$ cat src/rtl/dpar_pkg.sv
package dpar_pkg;
  localparam int CMD_W = 28;
  // checked positions per mode
  localparam logic [CMD_W-1:0] SEL_A_MASK = 28'h0FFF0F5F;
  localparam logic [CMD_W-1:0] SEL_B_MASK = 28'h0FAF0FFF;
endpackage

$ cat src/rtl/dpar_pipe.sv
module dpar_pipe
  import dpar_pkg::*;
(
  input  logic             clk_i,
  input  logic             rst_ni,
  input  logic             sel_b_i,
  input  logic [CMD_W-1:0] cmd_i,
  input  logic             par_i,
  output logic             bad_o
);
  logic [CMD_W-1:0] cmd_q, chk;
  logic             odd_q, par_q;

  for (genvar i = 0; i < CMD_W; i++) begin : g_bit
    assign chk[i] = cmd_q[i] & (sel_b_i ? SEL_B_MASK[i] : SEL_A_MASK[i]);
  end

  always_ff @(posedge clk_i or negedge rst_ni) begin
    if (!rst_ni) begin
      cmd_q <= '0;
      odd_q <= 1'b0;
      par_q <= 1'b0;
    end else begin
      cmd_q <= cmd_i;
      odd_q <= ^chk;   // parity of word from previous edge
      par_q <= par_i;  // its late parity bit
    end
  end

  assign bad_o = odd_q ^ par_q;
endmodule

$ cat src/rtl/dpar_stretch.sv
module dpar_stretch #(
  parameter int MIN_LOW = 2
) (
  input  logic clk_i,
  input  logic rst_ni,
  input  logic bad_i,
  input  logic hold_i,
  output logic err_no
);
  localparam int CW = $clog2(MIN_LOW + 1);
  localparam logic [CW-1:0] LOAD = CW'(MIN_LOW - 1);

  logic [CW-1:0] cnt_q;
  logic          err_q;

  always_ff @(posedge clk_i or negedge rst_ni) begin
    if (!rst_ni) begin
      err_q <= 1'b1;
      cnt_q <= '0;
    end else if (!hold_i) begin
      if (bad_i) begin
        err_q <= 1'b0;
        cnt_q <= LOAD;
      end else if (cnt_q != '0) begin
        cnt_q <= cnt_q - 1'b1;
      end else begin
        err_q <= 1'b1;
      end
    end
  end

  assign err_no = err_q;

  AST_LP_FREEZE: assert property (@(posedge clk_i) disable iff (!rst_ni)
    hold_i |=> $stable(err_no));
  AST_ERR_FLAG: assert property (@(posedge clk_i) disable iff (!rst_ni)
    (bad_i && !hold_i) |=> !err_no);
  AST_RISE_QUIET: assert property (@(posedge clk_i) disable iff (!rst_ni)
    $rose(err_no) |-> $past(!bad_i && !hold_i));

  if (MIN_LOW > 1) begin : g_min
    AST_MIN_LOW: assert property (@(posedge clk_i) disable iff (!rst_ni)
      $fell(err_no) |=> !err_no);
  end
endmodule

$ cat src/rtl/dpar_err_check.sv
module dpar_err_check
  import dpar_pkg::*;
#(
  parameter int MIN_LOW = 2
) (
  input  logic             clk_i,
  input  logic             rst_ni,
  input  logic             sel_b_i,
  input  logic [CMD_W-1:0] cmd_i,
  input  logic             cs0_ni,
  input  logic             cs1_ni,
  input  logic             par_i,
  output logic             err_no
);
  logic bad, lp_hold;

  assign lp_hold = cs0_ni & cs1_ni;

  dpar_pipe u_pipe (
    .clk_i   (clk_i),
    .rst_ni  (rst_ni),
    .sel_b_i (sel_b_i),
    .cmd_i   (cmd_i),
    .par_i   (par_i),
    .bad_o   (bad)
  );

  dpar_stretch #(.MIN_LOW(MIN_LOW)) u_stretch (
    .clk_i  (clk_i),
    .rst_ni (rst_ni),
    .bad_i  (bad),
    .hold_i (lp_hold),
    .err_no (err_no)
  );
endmodule

$ cat config.mk
export PLATFORM = sky130hd
export DESIGN_NAME = dpar_err_check
export DESIGN_NICKNAME = d
export VERILOG_FILES = /design/src/rtl/dpar_pkg.sv /design/src/rtl/dpar_pipe.sv /design/src/rtl/dpar_stretch.sv /design/src/rtl/dpar_err_check.sv
export SDC_FILE = /design/constraint.sdc
export NUM_CORES = 1
export LEC_CHECK = 0
export ABC_CLOCK_PERIOD_IN_PS = 2300
export BUFFER_PORTS_ARGS = -buffer_cell sky130_fd_sc_hd__buf_2
export CAP_MARGIN = 20
export CORE_UTILIZATION = 51
export DETAILED_ROUTE_END_ITERATION = 8
export PLACE_DENSITY = 0.81
export SLEW_MARGIN = 20
export SYNTH_ARGS = -nofsm -noshare
export SYNTH_HDL_FRONTEND = slang
export SYNTH_SLANG_ARGS = --single-unit
$ cat constraint.sdc
create_clock -name clk_i -period 2.3 [get_ports clk_i]
set_input_delay 0.46 -clock clk_i [delete_from_list [all_inputs] [get_ports clk_i]]
set_output_delay 0.46 -clock clk_i [all_outputs]
set_load 0.01 [all_outputs]
-- Word level (Yosys, flattened, before mapping)
Cells that the tools add are included.
W data, S select, Z words.
- flip-flop bits (word level): 33
- latch bits: 0
- bits in writable memories: 0
- memories kept: 0
- output and inout bits: 1
- input port bits: 34
- bits in read-only memories: 0
- div/mod/pow operators: 0
- multiply operators: 0
- bitwise logic cells: 7
- $lt $le $gt $ge: 0
- add/subtract/negate cells: 1
- equal/unequal tests: 1
- shift-type cells: 0
- reduce and logical (&&, ||, !) cells: 5
- muxes and demuxes: 6
- operators with widths (kind ; count):
    $reduce_xor A28 Y1 ; 1
    $and A1 B1 Y1 ; 5
    $mux W1 ; 4
    $mux W2 ; 2
    $reduce_and A2 Y1 ; 2
    $reduce_bool A2 Y1 ; 2
    $ne A2 B2 Y1 const B ; 1
    $sub A2 B1 Y2 const B ; 1
    $not A1 Y1 ; 1
    $xor A1 B1 Y1 ; 1

-- Longest topological paths before layout
Gate-level depths: netlist of the first run.
- depth in word-level cells: 3
- gate-level depth with buffers: 6
- mapped depth without buffers: 6

-- Cells and area by module
From an unflattened synthesis of the first run, not the netlist that was laid out.
- cells, all modules: 65
- area, all modules: 1037.2 um2
- by module, submodules not included (module ; area an instance (um2) ; instances ; cells an instance):
    dpar_pipe ; 867.1 ; 1 ; 49
    dpar_stretch ; 163.9 ; 1 ; 15
    dpar_err_check ; 6.3 ; 1 ; 1

-- Least setup slack after synthesis of the first run
Ideal clock, no wire load.
- path type: flip-flop to flip-flop
- start: register u_pipe.cmd_q[25]
- end: register u_pipe.odd_q
- arrival: 1.183 ns
- library setup time: 0.134 ns
- cell stages (with the launch flop): 5
- setup slack: 0.984 ns
- clock period less this slack: 1.316 ns
- cells stage by stage: dfrtp_1 -> xnor2_1 -> xnor2_1 -> xnor2_1 -> xnor3_1
- longest elaborated chain between the ends: 1
- ends and longest elaborated chain (element ; line ; text):
    start, declared ; dpar_pipe.sv:11 ; logic [CMD_W-1:0] cmd_q, chk;
    start signal, assigned ; dpar_pipe.sv:24 ; cmd_q <= cmd_i;
    $reduce_xor A28 Y1 ; dpar_pipe.sv:25 ; odd_q <= ^chk;
    end signal, assigned ; dpar_pipe.sv:25 ;
    end, declared ; dpar_pipe.sv:12 ; logic odd_q, par_q;
No other way between the ends.
A chain may end at the register's enable or synchronous reset.

-- Worst setup path after layout of the first run
- start: register u_stretch.err_q, in the netlist u_stretch.err_no
- end: output err_no
- RTL lines (element ; line ; text):
    start, declared ; dpar_stretch.sv:14 ; logic err_q;
    start signal, assigned ; dpar_stretch.sv:18 ; err_q <= 1'b1;
    start signal, assigned ; dpar_stretch.sv:22 ; err_q <= 1'b0;
    start signal, assigned ; dpar_stretch.sv:27 ; err_q <= 1'b1;
    end, declared ; dpar_err_check.sv:13 ; output logic err_no
No word-level cell between the ends.

==> impl_metrics.ini, run 1 <==
[global_route]
grt_max_degree = 30
grt_usage = 0.157
grt_use_met1 = 0.121
grt_pass1_vias = 563
grt_antenna_before_repair = 0
overflow = 0
busiest_layer = met2
use_met2 = 0.281
use_met3 = 0.0706
grt_pass1_wl_um = 2070

[placement]
place_ws_ns = 0.841
portBuffers = 30
place.gp.congestion = 0.597
place_area_um2 = 1200

[flow_run]
cap_violations = 0

[layout]
final_nets = 137
drive_gt1_frac = 0.363
antenna_cells = 0
fin_area_um2 = 1250
area_growth_pct = 23.2

[routing]
totalWireLength_um = 1250
drt-wirelength-per-cell_um = 9.82
first_pass_iters = 2
drc = 0
detail-route-antenna-nets = 0
viasPerCell = 4.53
vias = 575
drt-initial-drc-count = 5

[sta]
skew_ns = 0.00379
maxSlewHeadroom = 0.610
rsz0062_at_grt = no
min_period_ns = 1.42
finalSetupViolCount = 0
hold_viol = 0
setup_ws_ns = 0.883
finalSetupTns_ns = 0
slew_viol_final = 0
maxClockFrequency_mhz = 706
final.period_utilization = 0.616
worst_pin_slew_ns = 0.585

[power]
p_per_area_nw_per_um2 = 879
p_leak_nw = 0.598
vdd_drop_max_v = 0.000675

[setup_path]
slowest_delay_ns = 0.53
cp_cell_sequence = buf_2
required_ns = 1.84
reg2reg_from = u_pipe.cmd_q[25]
crit_path_start_kind = register
crit_arrival_ns = 0.96
path_delay_family = flip-flops
reg2reg_depth = 4
worstSetupEndpointType = output pin
cp_slowest_cell = dfstp_2
path_max_fanout = 2
r2r_end = u_pipe.odd_q
reg2reg_slack_ns = 0.91
worstSetupPathType = reg2out
critical_path_buf_inv_count = 1

[logic_synthesis]
synth_simple_gate_area_share = 0.0135
seq_area_frac_synth = 0.715
ys_seq_elements = 29
avgSynthCellArea_um2 = 15.6
synthMuxAreaShare = 0.00984
synthXorXnorAreaFrac = 0.203
synthAdderAreaFrac = 0.0123
synth.net_count = 100
synth_edf_count = 0
synth_top_flop_cell = dfrtp_1
yosysWarnings = 0
synth-compound-area-share = 0.0357
synth_cell_types = 14
synth_top_family_by_area = XOR/XNOR gates
netlist_area_um2 = 1020
syn_inst = 65
synthArstFlopShare = 1.00

[hold_path]
hp-class = in2async

[clock_network]
cts_buffer_depth = 2
clk_pin_slew_worst_paths_ns = 0.08
post-cts-setup-buffers = 0
clk_latency_ns = 0.30
tritoncts = done
hold_buffers = 0
cts_inserted_buffers = 5
cts_resized = 0
htreeDepth = 2
clock-root-buffer = clkbuf_4
cts_sinks = 29

[die]
core-area_um2 = 1800
dieArea_um2 = 2180
rows = 15
die_x_um = 46.7
io_pins = 35
start_util = 0.565
die_y_um = 46.7

[run_status]
status = completed
-- synth_stat cells, types with 2 or more instances --
library cell | instances | area [um^2]
a21oi_1 | 2 | 10.0
dfrtp_1 | 28 | 701
inv_1 | 3 | 11.3
nand2_1 | 2 | 7.51
o21ai_0 | 2 | 10.0
xnor2_1 | 16 | 140
xor2_1 | 5 | 43.8
-- registers in the layout (all words and copies together) (netlist names) --
register,flops
u_pipe.par_q,1
u_stretch.cnt_q,2
u_pipe.odd_q,1
u_pipe.cmd_q,24
u_stretch.err_no,1
-- how the worst max path moves through the flow --
stage                     startpoint            to  cells past startpoint
global placement             sel_b_i  u_pipe.odd_q                      4
floorplan           u_pipe.cmd_q[25]  u_pipe.odd_q                      4
global route        u_pipe.cmd_q[25]  u_pipe.odd_q                      4
finish              u_stretch.err_no        err_no                      1
detailed placement           sel_b_i  u_pipe.odd_q                      4
CTS                 u_stretch.err_no        err_no                      1
-- metrics by stage --
stage | total power (W) | std cells | util | hold WS (ns)
after floorplan | 0.000764 | 65 | - | 0.164
after global routing | 0.00117 | 127 | 0.696 | 0.178
after detailed placement | 0.000833 | 120 | 0.665 | 0.472
final | 0.00110 | 127 | 0.696 | 0.148
after global placement | 0.000818 | 120 | 0.665 | 0.458
after CTS | 0.00113 | 127 | 0.696 | 0.158
-- layout by cell type, fill, tap and decap left out --
| master | instances |
|---|---|
| xnor2_1 | 16 |
| dfstp_2 | 1 |
| clkbuf_1 | 1 |
| clkbuf_8 | 1 |
| o31ai_1 | 1 |
| ha_1 | 1 |
| xnor3_1 | 1 |
| dfrtp_1 | 28 |
| inv_1 | 3 |
| nand2_1 | 2 |
| o41ai_1 | 1 |
| a21oi_1 | 2 |
| and2_1 | 1 |
| clkbuf_4 | 5 |
| mux2i_1 | 1 |
| xor2_1 | 5 |
| o21ai_0 | 2 |
| buf_2 | 30 |
-- layout make-up --
| class | instances | area (um^2) |
|---|---|---|
| Sequential cell | 29 | 727 |
| Fill cell | 150 | 548 |
| Multi-Input combinational cell | 33 | 279 |
| Timing Repair Buffer | 30 | 150 |
| Clock buffer | 7 | 55.1 |
| Tap cell | 25 | 31.3 |
| Inverter | 3 | 11.3 |
-- layer usage --
layer  vias up  wire [um]
met5         -          0
met4         0         36
met2        23        730
li1        280          -
met1       268        401
met3         4         78
-- cells by family (layout without fill, tap and decap cells) --
family / after synthesis / count (layout)
buffers and inverters: 3 / 40
multiplexers: 1 / 1
AO/OA/AOI/OAI: 6 / 6
flip-flops: 29 / 29
XOR/XNOR: 22 / 22
adder cells (fa/ha/maj): 1 / 1
AND/OR/NAND/NOR: 3 / 3
-- report_power, final --
| group | total (W) | switching (W) | internal, W |
|---|---|---|---|
| Clock | 0.000286 | 0.000142 | 0.000144 |
| Combinational | 0.000221 | 0.0000976 | 0.000124 |
| Sequential | 0.000595 | 0.0000248 | 0.000570 |
| Total | 0.00110 | 0.000264 | 0.000838 |
(Power assumes the default switching activity.)
==> run 2: changes to the inputs <==
--- a/config.mk
+++ b/config.mk
@@ -5,12 +5,13 @@
 export SDC_FILE = /design/constraint.sdc
 export NUM_CORES = 1
 export LEC_CHECK = 0
-export ABC_CLOCK_PERIOD_IN_PS = 2300
+export ABC_AREA = 1
+export ABC_CLOCK_PERIOD_IN_PS = 1200
 export BUFFER_PORTS_ARGS = -buffer_cell sky130_fd_sc_hd__buf_2
 export CAP_MARGIN = 20
-export CORE_UTILIZATION = 51
+export CORE_UTILIZATION = 47
 export DETAILED_ROUTE_END_ITERATION = 8
-export PLACE_DENSITY = 0.81
+export PLACE_DENSITY = 0.75
 export SLEW_MARGIN = 20
 export SYNTH_ARGS = -nofsm -noshare
 export SYNTH_HDL_FRONTEND = slang
==> constraint.sdc (replaced) <==
create_clock -name clk_i -period 1.2 [get_ports clk_i]
set_input_delay 0.24 -clock clk_i [delete_from_list [all_inputs] [get_ports clk_i]]
set_output_delay 0.24 -clock clk_i [all_outputs]
set_load 0.01 [all_outputs]
==> impl_metrics.ini, run 2 <==
[run_status]
status = completed

[global_route]
grt_antenna_before_repair = 0
grt_pass1_wl_um = 3550
overflow = 0
grt_pass1_vias = 925
grt_max_degree = 17
grt_usage = 0.147

[clock_network]
clock-root-buffer = clkbuf_4
cts_buffer_depth = 2
cts_inserted_buffers = 5
clk_latency_ns = 0.32
tritoncts = done
cts_sinks = 29
clk_pin_slew_worst_paths_ns = 0.09
htreeDepth = 2
post-cts-setup-buffers = 0

[die]
rows = 19
dieArea_um2 = 3170
core-area_um2 = 2780
start_util = 0.498
die_x_um = 56.3
io_pins = 35
die_y_um = 56.3

[placement]
place.gp.congestion = 0.671
portBuffers = 30
hpwl_um = 1580

[logic_synthesis]
yosys-top-cells-area = dfrtp_1, nand2_1, inv_1
synth-compound-area-share = 0.0172
synth_simple_gate_area_share = 0.344
synth_edf_count = 0
synth_cell_types = 16
yosysWarnings = 0
synthXorXnorAreaFrac = 0.0316
synthMuxAreaShare = 0
synth_most_common_cell = nand2_1
seq_area_frac_synth = 0.525
synth_common_cells = nand2_1, dfrtp_1, inv_1, nand2_2, nor2_1
synth_top_area_frac = 0.506
synth.largest_area_cell = dfrtp_1
syn_inst = 182
synthArstFlopShare = 1.00
synthAdderAreaFrac = 0.00903
synth_top_flop_cell = dfrtp_1
ys_seq_elements = 29
synth.net_count = 217
netlist_area_um2 = 1390
synth_top_family_by_area = simple AND/OR/NAND/NOR gates
avgSynthCellArea_um2 = 7.61

[layout]
nFillCells = 250
area_growth_pct = 23.9
final_nets = 258
reg_top3 = u_pipe.cmd_q: 24 flops, u_stretch.cnt_q: 2 flops
antenna_cells = 0
largest-register = u_pipe.cmd_q
layout_common_cells = nand2_1, buf_2, dfrtp_1, inv_1, nand2_2
final_common_cell = nand2_1
drive_gt1_frac = 0.278
largest_reg_flops = 24

[routing]
viasPerCell = 4.42
drc = 0
vias = 1122
drt-wirelength-per-cell_um = 7.89
drt-initial-drc-count = 24
totalWireLength_um = 2000
first_pass_iters = 4
detail-route-antenna-nets = 0

[setup_path]
reg2reg_slack_ns = 0.03
path_delay_family = flip-flops
cp_slowest_cell = dfstp_2
crit_arrival_ns = 0.96
crit_path_start_kind = register
worstSetupEndpointType = output pin
path_max_fanout = 2
r2r_end = u_pipe.odd_q
reg2reg_depth = 10
worstSetupPathType = reg2out
slowest_delay_ns = 0.55
critical_path_buf_inv_count = 1
reg2reg_from = u_pipe.cmd_q[7]
cp_cell_sequence = buf_6
required_ns = 0.96

[power]
p_leak_nw = 1.01
vdd_drop_max_v = 0.000874
p_per_area_nw_per_um2 = 1330
p_total_w = 0.00228

[hold_path]
holdPathStages = 1
min_to = u_pipe.cmd_q[0]
hold_start = cmd_i[0]
hp-class = in2reg

[sta]
final.period_utilization = 0.998
rsz0062_at_grt = yes
hold_viol = 0
worst_pin_slew_ns = 0.300
maxSlewHeadroom = 0.800
skew_ns = 0.00872
maxClockFrequency_mhz = 835
min_period_ns = 1.20
whs_ns = 0.0212
slew_viol_final = 0
finalSetupViolCount = 0

[flow_run]
cap_violations = 0
==> run 2: cell families (layout without fill, tap and decap cells) <==
kind of cell,Yosys count,count (layout)
AOI/OAI and AO/OA,4,4
buffers and inverters,27,68
adders and majority gates,1,1
and+or+nand+nor,116,116
xor gates and xnor gates,5,5
DFF,29,29
==> run 2: how the worst max path moves through the flow <==
stage	startpoint	to	slack [ns]	depth (start not counted)
after floorplan	u_pipe.cmd_q[6]	u_pipe.odd_q	0.11	10
after global placement	u_pipe.cmd_q[7]	u_pipe.odd_q	0.06	10
after detailed placement	u_pipe.cmd_q[2]	u_pipe.odd_q	0.02	10
after CTS	u_stretch.err_no	err_no	-0.01	1
after global routing	u_pipe.cmd_q[7]	u_pipe.odd_q	-0.10	11
final	u_stretch.err_no	err_no	0.003	1
==> run 2: metal layers <==
layer  vias up  track usage  wire length [um]
met2        20        0.214               974
met3         5       0.0622                76
met4         0       0.0627                40
met1       479        0.193               912
li1        618            -                 -
met5         -            0                 0
==> run 2: cell type report <==
class | instances | area (um^2) | share of cell area
inverters | 27 | 101 | 0.0590
well taps | 31 | 38.8 | 0.0226
multi-input cells | 126 | 601 | 0.350
repair buffers | 34 | 194 | 0.113
flip-flops and latches | 29 | 727 | 0.423
clock buffers | 7 | 55.1 | 0.0321
==> run 2: worst register-to-register path, delay by kind of cell (launching register included) <==
family / cells / cell delay (ns)
and+or+nand+nor: 10 / 0.67
DFF: 1 / 0.41
==> run 2: repair_timing <==
action,CTS,global route
endpoints found under the setup margin,1,4
endpoints found under the hold margin,12,2
resized for setup,1,11
hold buffers,1,2
pin swaps,0,1
==> run 2: power breakdown <==
part	leakage [nW]	internal (W)	total (W)	switching, W
clock	0.0314	0.000276	0.000571	0.000295
combinational	0.637	0.000256	0.000562	0.000306
sequential	0.338	0.00109	0.00115	0.0000644
==> run 2: per-stage QoR <==
step | area, um^2 | util | std cells | setup slack [ns] | TNS [ns]
4_1_cts | 1650 | 0.594 | 252 | -0.0115 | -0.0115
6_report | 1720 | 0.617 | 254 | 0.00254 | 0
3_3_place_gp | 1580 | 0.569 | 244 | 0.0574 | 0
2_1_floorplan | 1390 | - | 182 | 0.109 | 0
3_5_place_dp | 1580 | 0.569 | 244 | 0.0246 | 0
5_1_grt | 1720 | 0.617 | 254 | -0.102 | -0.158
